--- src/rtl/pgf_pkg.sv ---
package pgf_pkg;
  localparam int unsigned PGF_RINGS      = 2;
  localparam int unsigned PGF_RING_LEN   = 16;
  localparam int unsigned PGF_COLS       = 16;

  // index of the region feeding region r within its ring
  function automatic int unsigned pgf_feeder(int unsigned r, int unsigned ring_len);
    if ((r % ring_len) == 0) return r + ring_len - 1;
    return r - 1;
  endfunction
endpackage

--- src/rtl/pgf_rst_sync.sv ---
module pgf_rst_sync (
  input  logic clk_i,
  input  logic rst_ni,
  output logic rst_no
);
  logic [1:0] sync_q;
  logic [1:0] sync_d;

  always_comb begin
    sync_d = {sync_q[0], 1'b1};
  end

  always_ff @(posedge clk_i or negedge rst_ni) begin
    if (!rst_ni) sync_q <= 2'b00;
    else         sync_q <= sync_d;
  end

  assign rst_no = sync_q[1];
endmodule

--- src/rtl/pgf_edge_detect.sv ---
module pgf_edge_detect (
  input  logic clk_i,
  input  logic rst_ni,
  input  logic dpulse_i,
  input  logic apulse_i,
  input  logic rot_en_i,
  output logic shift_o
);
  logic dpulse_q, apulse_q;
  logic dpulse_d, apulse_d;
  logic d_fall, a_fall;

  always_comb begin
    dpulse_d = dpulse_i;
    apulse_d = apulse_i;
    d_fall   = dpulse_q & ~dpulse_i;
    a_fall   = apulse_q & ~apulse_i;
    shift_o  = rot_en_i & (d_fall | a_fall);
  end

  always_ff @(posedge clk_i or negedge rst_ni) begin
    if (!rst_ni) begin
      dpulse_q <= 1'b0;
      apulse_q <= 1'b0;
    end else begin
      dpulse_q <= dpulse_d;
      apulse_q <= apulse_d;
    end
  end
endmodule

--- src/rtl/pgf_region_reg.sv ---
module pgf_region_reg #(
  parameter int unsigned COLS = 16
) (
  input  logic            clk_i,
  input  logic            rst_ni,
  input  logic            load_i,
  input  logic [COLS-1:0] load_data_i,
  input  logic            shift_i,
  input  logic            shift_in_i,
  output logic [COLS-1:0] mask_o
);
  logic [COLS-1:0] mask_q, mask_d;
  logic            mask_en;

  always_comb begin
    mask_en = load_i | shift_i;
    if (load_i) mask_d = load_data_i;
    else        mask_d = {mask_q[COLS-2:0], shift_in_i};
  end

  always_ff @(posedge clk_i or negedge rst_ni) begin
    if (!rst_ni)      mask_q <= '0;
    else if (mask_en) mask_q <= mask_d;
  end

  assign mask_o = mask_q;
endmodule

--- src/rtl/pgf_fanout.sv ---
module pgf_fanout #(
  parameter int unsigned NCOL = 512
) (
  input  logic [NCOL-1:0] gate_i,
  input  logic            dpulse_i,
  input  logic            apulse_i,
  output logic [NCOL-1:0] dpulse_o,
  output logic [NCOL-1:0] apulse_o
);
  always_comb begin
    dpulse_o = gate_i & {NCOL{dpulse_i}};
    apulse_o = gate_i & {NCOL{apulse_i}};
  end
endmodule

--- src/rtl/pulse_gate_fanout.sv ---
module pulse_gate_fanout #(
  parameter int unsigned RINGS    = pgf_pkg::PGF_RINGS,
  parameter int unsigned RING_LEN = pgf_pkg::PGF_RING_LEN,
  parameter int unsigned COLS     = pgf_pkg::PGF_COLS,
  localparam int unsigned NREG    = RINGS * RING_LEN,
  localparam int unsigned RW      = (NREG > 1) ? $clog2(NREG) : 1,
  localparam int unsigned NCOL    = NREG * COLS
) (
  input  logic            clk_i,
  input  logic            rst_ni,
  input  logic            dpulse_i,
  input  logic            apulse_i,
  input  logic            rot_en_i,
  input  logic            wr_en_i,
  input  logic [RW-1:0]   wr_region_i,
  input  logic [COLS-1:0] wr_data_i,
  input  logic [RW-1:0]   rd_region_i,
  output logic [COLS-1:0] rd_data_o,
  output logic [NCOL-1:0] dpulse_o,
  output logic [NCOL-1:0] apulse_o
);
  logic            rst_sync_n;
  logic            shift;
  logic [NCOL-1:0] gate_flat;
  logic [COLS-1:0] mask   [NREG];
  logic [NREG-1:0] load_sel;

  pgf_rst_sync i_rst_sync (
    .clk_i  (clk_i),
    .rst_ni (rst_ni),
    .rst_no (rst_sync_n)
  );

  pgf_edge_detect i_edge (
    .clk_i    (clk_i),
    .rst_ni   (rst_sync_n),
    .dpulse_i (dpulse_i),
    .apulse_i (apulse_i),
    .rot_en_i (rot_en_i),
    .shift_o  (shift)
  );

  for (genvar r = 0; r < NREG; r++) begin : g_region
    localparam int unsigned FEED = pgf_pkg::pgf_feeder(r, RING_LEN);

    assign load_sel[r] = wr_en_i && (wr_region_i == RW'(r));

    pgf_region_reg #(.COLS(COLS)) i_reg (
      .clk_i       (clk_i),
      .rst_ni      (rst_sync_n),
      .load_i      (load_sel[r]),
      .load_data_i (wr_data_i),
      .shift_i     (shift),
      .shift_in_i  (mask[FEED][COLS-1]),
      .mask_o      (mask[r])
    );

    assign gate_flat[r*COLS +: COLS] = mask[r];
  end

  always_comb begin
    rd_data_o = '0;
    for (int unsigned r = 0; r < NREG; r++) begin
      if (rd_region_i == RW'(r)) rd_data_o = mask[r];
    end
  end

  pgf_fanout #(.NCOL(NCOL)) i_fanout (
    .gate_i   (gate_flat),
    .dpulse_i (dpulse_i),
    .apulse_i (apulse_i),
    .dpulse_o (dpulse_o),
    .apulse_o (apulse_o)
  );
endmodule

--- config.mk ---
export PLATFORM = sky130hd
export DESIGN_NAME = pulse_gate_fanout
export DESIGN_NICKNAME = d
export VERILOG_FILES = /design/src/rtl/pgf_pkg.sv /design/src/rtl/pgf_rst_sync.sv /design/src/rtl/pgf_edge_detect.sv /design/src/rtl/pgf_region_reg.sv /design/src/rtl/pgf_fanout.sv /design/src/rtl/pulse_gate_fanout.sv
export SDC_FILE = /design/constraint.sdc
export NUM_CORES = 2
export LEC_CHECK = 0
export CAP_MARGIN = 30
export CORE_AREA = 2 2 416 418
export DETAILED_ROUTE_END_ITERATION = 6
export DIE_AREA = 0 0 418 420
export PLACE_DENSITY = 0.48
export SETUP_SLACK_MARGIN = 0.3
export SLEW_MARGIN = 20
export SYNTH_ARGS = -nofsm -noshare
export SYNTH_HDL_FRONTEND = slang
export SYNTH_SLANG_ARGS = --single-unit
export TNS_END_PERCENT = 30
--- constraint.sdc ---
create_clock -name clk_i -period 18.5 [get_ports clk_i]
set_input_delay 1.85 -clock clk_i [delete_from_list [all_inputs] [get_ports clk_i]]
set_output_delay 1.85 -clock clk_i [all_outputs]
set_load 0.05 [all_outputs]
**Word-level counts from Yosys, hierarchy flattened**

Index checks and enable logic that the tools add are counted.

- Equality and inequality tests: 62
- Mux-type cells: 64
- Bitwise gates (word level): 40
- Reductions and logical operators: 34

Operator list:

| operator | count |
|---|---|
| $and 512x512->512 | 2 |
| $mux 16 | 64 |
| $eq 5x5->1 const B | 32 |
| $eq 5x4->1 const B | 16 |
| $eq 5x3->1 const B | 8 |
| $or 1x1->1 | 33 |
| $logic_and 1x1->1 | 32 |
| $eq 5x2->1 const B | 4 |
| $eq 5x1->1 const B | 2 |
| $logic_not 5->1 | 2 |
| $and 1x1->1 | 3 |
| $not 1->1 | 2 |

- Flip-flop bits (word level): 516
- Input port bits: 32
- Output and inout bits: 1,040

**Depth between registers and ports, before layout**

- Depth after elaboration: 33
- Gate-level depth with buffers: 11

**Hierarchy**

A second synthesis with hierarchy kept.

- Cell total of the unflattened synthesis: 4,359
- Area, all modules: 37,598.6 um^2

Modules (own cells, without submodules):

| module | instances | cells an instance | area each (um^2) |
|---|---|---|---|
| pgf_region_reg | 32 | 69 | 744.5 |
| pgf_fanout | 1 | 1,137 | 6,972.9 |
| pulse_gate_fanout | 1 | 1,006 | 6,675.2 |
| pgf_edge_detect | 1 | 5 | 73.8 |
| pgf_rst_sync | 1 | 3 | 53.8 |

**Worst setup path before layout**

Ideal clock, no wire load.

- Path type: input -> output
- Start point: in rd_region_i[1]
- End point: out rd_data_o[5]
- Data arrival time: 4.354 ns
- Setup slack: 12.296 ns
- Cell stages on the path: 8
- Buffers on the path: 3
- Cell sequence: buf_2 > buf_2 > nor2_1 > clkbuf_1 > a21oi_1 > a221oi_1 > o31ai_1 > a221oi_1

- Longest elaborated chain between the ends: 33
- Elaborated cells between the ends (all ways): 64
- Classes of those cells: eq/ne: 31; mux: 32; reduce/logical: 1

RTL lines:

| item | RTL line | source |
|---|---|---|
| start: declaration | pulse_gate_fanout.sv:17 | `input logic [RW-1:0] rd_region_i,` |
| $logic_not 5->1 | pulse_gate_fanout.sv:64 | `if (rd_region_i == RW'(r)) rd_data_o = mask[r];` |
| $mux 16 (31 in series) | pulse_gate_fanout.sv:64 |  |
| $mux 16 * | pulse_gate_fanout.sv:64 |  |
| end: declaration | pulse_gate_fanout.sv:18 | `output logic [COLS-1:0] rd_data_o,` |

Mark *: on every way between the ends. The rest lies on a longest branch, timed or not.

**Final worst setup path**

- Start point: in rd_region_i[0]
- End point: out rd_data_o[1]

The elaborated chain is that of the path after synthesis.

==> impl_metrics.csv <==
group,metric,value,unit
status,outcome,"finished clean",
floorplan,floorplan.rows,152,
sta,final.min_clock_period,8.608,ns
logic_synthesis,yosysTopAreaCell,"dfrtp_1",
sta,finalSetupViolations,0,
sta,setup_tns,0,ns
grt,grt_start_max_net_pins,218,
power_and_ir_drop,ir_drop,0.06712,mV
logic_synthesis,async_flop_share,1.000,
placement,gp_congestion,0.9484,
clock_tree,clockRootBuffer,"clkbuf_16",
critical_path,r2r_slack,15.18,ns
power_and_ir_drop,intPower,0.004199,W
clock_tree,insertion_delay,0.65,ns
critical_path,worstPathRequired,16.65,ns
sta,fin_skew,0.02733,ns
route,dr.max_layer_used,"met5",
logic_synthesis,syn_inst,4371,
sta,finalCritPeriodShare,0.4653,
logic_synthesis,ys_seq_area_frac,0.3535,
layout,finalInstanceArea,0.05149,mm²
layout,syn_to_final_growth,40.99,%
clock_tree,post_cts_buffers,0,
route,dr.pass1.iters,6,
power_and_ir_drop,p_clk_frac,0.136,
clock_tree,cts_tree,"done",
clock_tree,cts_sinks,516,
logic_synthesis,yosys_warnings,0,
logic_synthesis,netlist_area,0.03652,mm²
floorplan,start_util,0.2136,
power_and_ir_drop,swShare,0.5778,
critical_path,crit_type,"in -> out",
floorplan,io-pin-count,1072,
logic_synthesis,synth-main-ff-cell,"dfrtp_1",
grt,antenna_found_initial,22,
floorplan,die_y,420,µm
sta,max-slew-margin-rel,0.2307,
route,wl_met2,119.0,mm
floorplan,core_region_area,0.1710,mm²
power_and_ir_drop,p_leak,22.06,nW
sta,finalMaxSlewViolations,0,
sta,tightest_slew,1.154,ns
sta,hold_violations,0,
grt,grt_pass1_wl,337.0,mm
logic_synthesis,synthDistinctLibCells,82,
logic_synthesis,synth_edf_count,0,
critical_path,path_max_fanout,53,
critical_path,cp_data_arrival_time,6.76,ns
floorplan,dieArea,0.1756,mm²
route,drt_iter0_drc,4438,
grt,grtUsageTotal,0.2781,
critical_path,worst_setup_path_end_kind,"output port",
critical_path,crit_path_start_kind,"primary input",
worst_hold_path,hp-class,"reg -> async",
route,wl_met1,105.7,mm
power_and_ir_drop,comb_power_share,0.515,
placement,dp_hpwl,191.6,mm
sta,max_freq,0.1162,GHz
logic_synthesis,synth_area_leaders,"dfrtp_1 (35%), and2_1 (18%), mux2i_1 (15%)",
route,via_count,38158,
route,post_drt_wl_per_cell,34.18,µm
run,max_cap_viol_count,0,
route,ant_nets,0,
route,vias_per_cell,5.108,
clock_tree,cts_max_path_buffers,3,
placement,place_area,0.04902,mm²
layout,final_nets,5206,
logic_synthesis,synth_top_cell_area_share,0.3535,
power_and_ir_drop,p_sw,0.005747,W
clock_tree,numCtsBuffers,66,
route,wl_met3,17.94,mm
clock_tree,holdBufCountCts,0,
grt,overflow,0,
route,wl,255.3,mm
grt,grt_pass1_vias,35201,
clock_tree,cts_resized,0,
clock_tree,h-tree-depth,3,
route,drcViolationCount,0,
logic_synthesis,syn_nets,4403,
power_and_ir_drop,seq_power_share,0.349,
placement,io_buffers,1071,
floorplan,die_w,418,µm
clock_tree,path_clk_slew,0.05,ns
power_and_ir_drop,p_per_area,193.1,mW/mm²
sta,rsz0062_at_grt,"false",
logic_synthesis,ys_ff_latch,516,
logic_synthesis,syn_avg_cell_area,8.356,µm²
layout,drive_above_1_share,0.05805,
## Yosys cell counts, types with 9 or more instances
cell,n
and2_1,1036
o21ai_0,600
nand2_1,578
mux2i_1,550
dfrtp_1,516
clkbuf_1,306
a21oi_1,106
buf_2,103
nor2_1,97
o22ai_1,36
mux2_2,29
nor3_1,27
nand3_1,23
a22oi_1,22
a221oi_1,19
a211oi_1,18
nor2b_1,18
o221ai_1,18
mux4_2,17
nand2b_1,15
a31oi_1,14
inv_1,10
o21a_1,10
o21ai_1,10
o211ai_1,9
## critical path: stages
cell             delay, ns
clkbuf_8              0.49
buf_4                 0.59
buf_4                 0.48
or2_1                 0.77
nor2_1                0.17
a221o_1               0.31
a31oi_1               0.39
o21ai_0               0.32
a21oi_1               0.22
clkdlybuf4s50_1       1.02
## kinds of logic (layout without fill, tap and decap cells)
kind of cell / after synthesis / in the layout / share of synthesized area
AO/OA/AOI/OAI: 958 / 958 / 0.1513
buffers and inverters: 443 / 1292 / 0.05091
flip-flops: 516 / 516 / 0.3535
multiplexers: 599 / 599 / 0.1711
other: 1 / 18 / 0.0001027
AND/OR/NAND/NOR: 1854 / 1854 / 0.2731
## metrics by stage
| stage | hold slack (ns) | cells | util | setup slack [ns] | power (W) |
|---|---|---|---|---|---|
| after floorplan | 0.3312 | 4371 | - | 3.053 | 0.005552 |
| after global placement | 0.3387 | 7317 | 0.2855 | 10.09 | 0.008571 |
| after detailed placement | 0.3472 | 7331 | 0.2867 | 10.00 | 0.008602 |
| after CTS | 0.3598 | 7445 | 0.2996 | 9.964 | 0.009957 |
| after global routing | 0.2459 | 7455 | 0.3010 | 9.859 | 0.01022 |
| final | 0.2205 | 7470 | 0.3012 | 9.892 | 0.009946 |
## cell usage in the layout, fill, tap and decap left out, types with 10 or more instances in the layout
| cell | Yosys | final |
|---|---|---|
| buf_8 | 0 | 10 |
| nor2_1 | 97 | 80 |
| o221ai_1 | 18 | 18 |
| dfrtp_1 | 516 | 515 |
| o21ai_0 | 600 | 599 |
| buf_2 | 103 | 18 |
| a31oi_1 | 14 | 14 |
| mux2i_1 | 550 | 550 |
| and2_1 | 1036 | 1036 |
| clkbuf_16 | 0 | 67 |
| nand2b_1 | 15 | 14 |
| a21oi_1 | 106 | 106 |
| buf_4 | 8 | 69 |
| nor2_2 | 0 | 16 |
| mux4_2 | 17 | 17 |
| a211oi_1 | 18 | 18 |
| a221oi_1 | 19 | 19 |
| nand2_1 | 578 | 577 |
| o22ai_1 | 36 | 36 |
| inv_1 | 10 | 10 |
| o21ai_1 | 10 | 11 |
| clkbuf_8 | 0 | 15 |
| clkbuf_1 | 306 | 15 |
| diode_2 | 0 | 17 |
| mux2_2 | 29 | 29 |
| clkdlybuf4s50_1 | 0 | 1048 |
| nand3_1 | 23 | 23 |
| a22oi_1 | 22 | 22 |
| nor2b_1 | 18 | 14 |
| o21a_1 | 10 | 10 |
| nor3_1 | 27 | 27 |
## final cells by class
class	instances	area [µm²]
diodes	17	42.54
clock buffers	95	1912
clock inverters	19	295.3
fillers	18167	119500
inverters	13	50.05
multi-input cells	3412	21820
flip-flops and latches	516	12920
well taps	2233	2794
repair buffers	1165	11660
## final timing paths
path | start | to | cells after the start
hold / removal | i_rst_sync.sync_q[1] | g_region[27].i_reg.mask_o[11] | 0
setup / recovery | rd_region_i[0] | rd_data_o[1] | 10
max in group asynchronous | i_rst_sync.sync_q[1] | g_region[13].i_reg.mask_o[5] | 3
min in group clk_i | i_rst_sync.sync_q[0] | i_rst_sync.sync_q[1] | 0
setup reg to reg | i_edge.apulse_q | g_region[17].i_reg.mask_o[12] | 9
hold reg to reg | i_rst_sync.sync_q[1] | g_region[27].i_reg.mask_o[11] | 0
## power groups by stage
stage	clock network, W	registers (W)	logic, W
2_1_floorplan	0	0.00216	0.00339
3_3_place_gp	0	0.00349	0.00508
3_5_place_dp	0	0.00348	0.00512
4_1_cts	0.00137	0.00346	0.00513
5_1_grt	0.00141	0.00348	0.00533
6_report	0.00135	0.00347	0.00512
## flip-flops by register name, summed over array words and instances, names as in the netlist
signal	cells
i_edge.dpulse_q	1
i_edge.apulse_q	1
i_rst_sync.sync_q	2
g_region.i_reg.mask_o	512
## metal layers
layer | track usage | vias up
li1 | - | 16573
met1 | 0.3605 | 19227
met2 | 0.4481 | 1907
met3 | 0.05398 | 429
met4 | 0.1204 | 22
met5 | 0 | -
No activity file was read; power rests on OpenSTA's default activity.
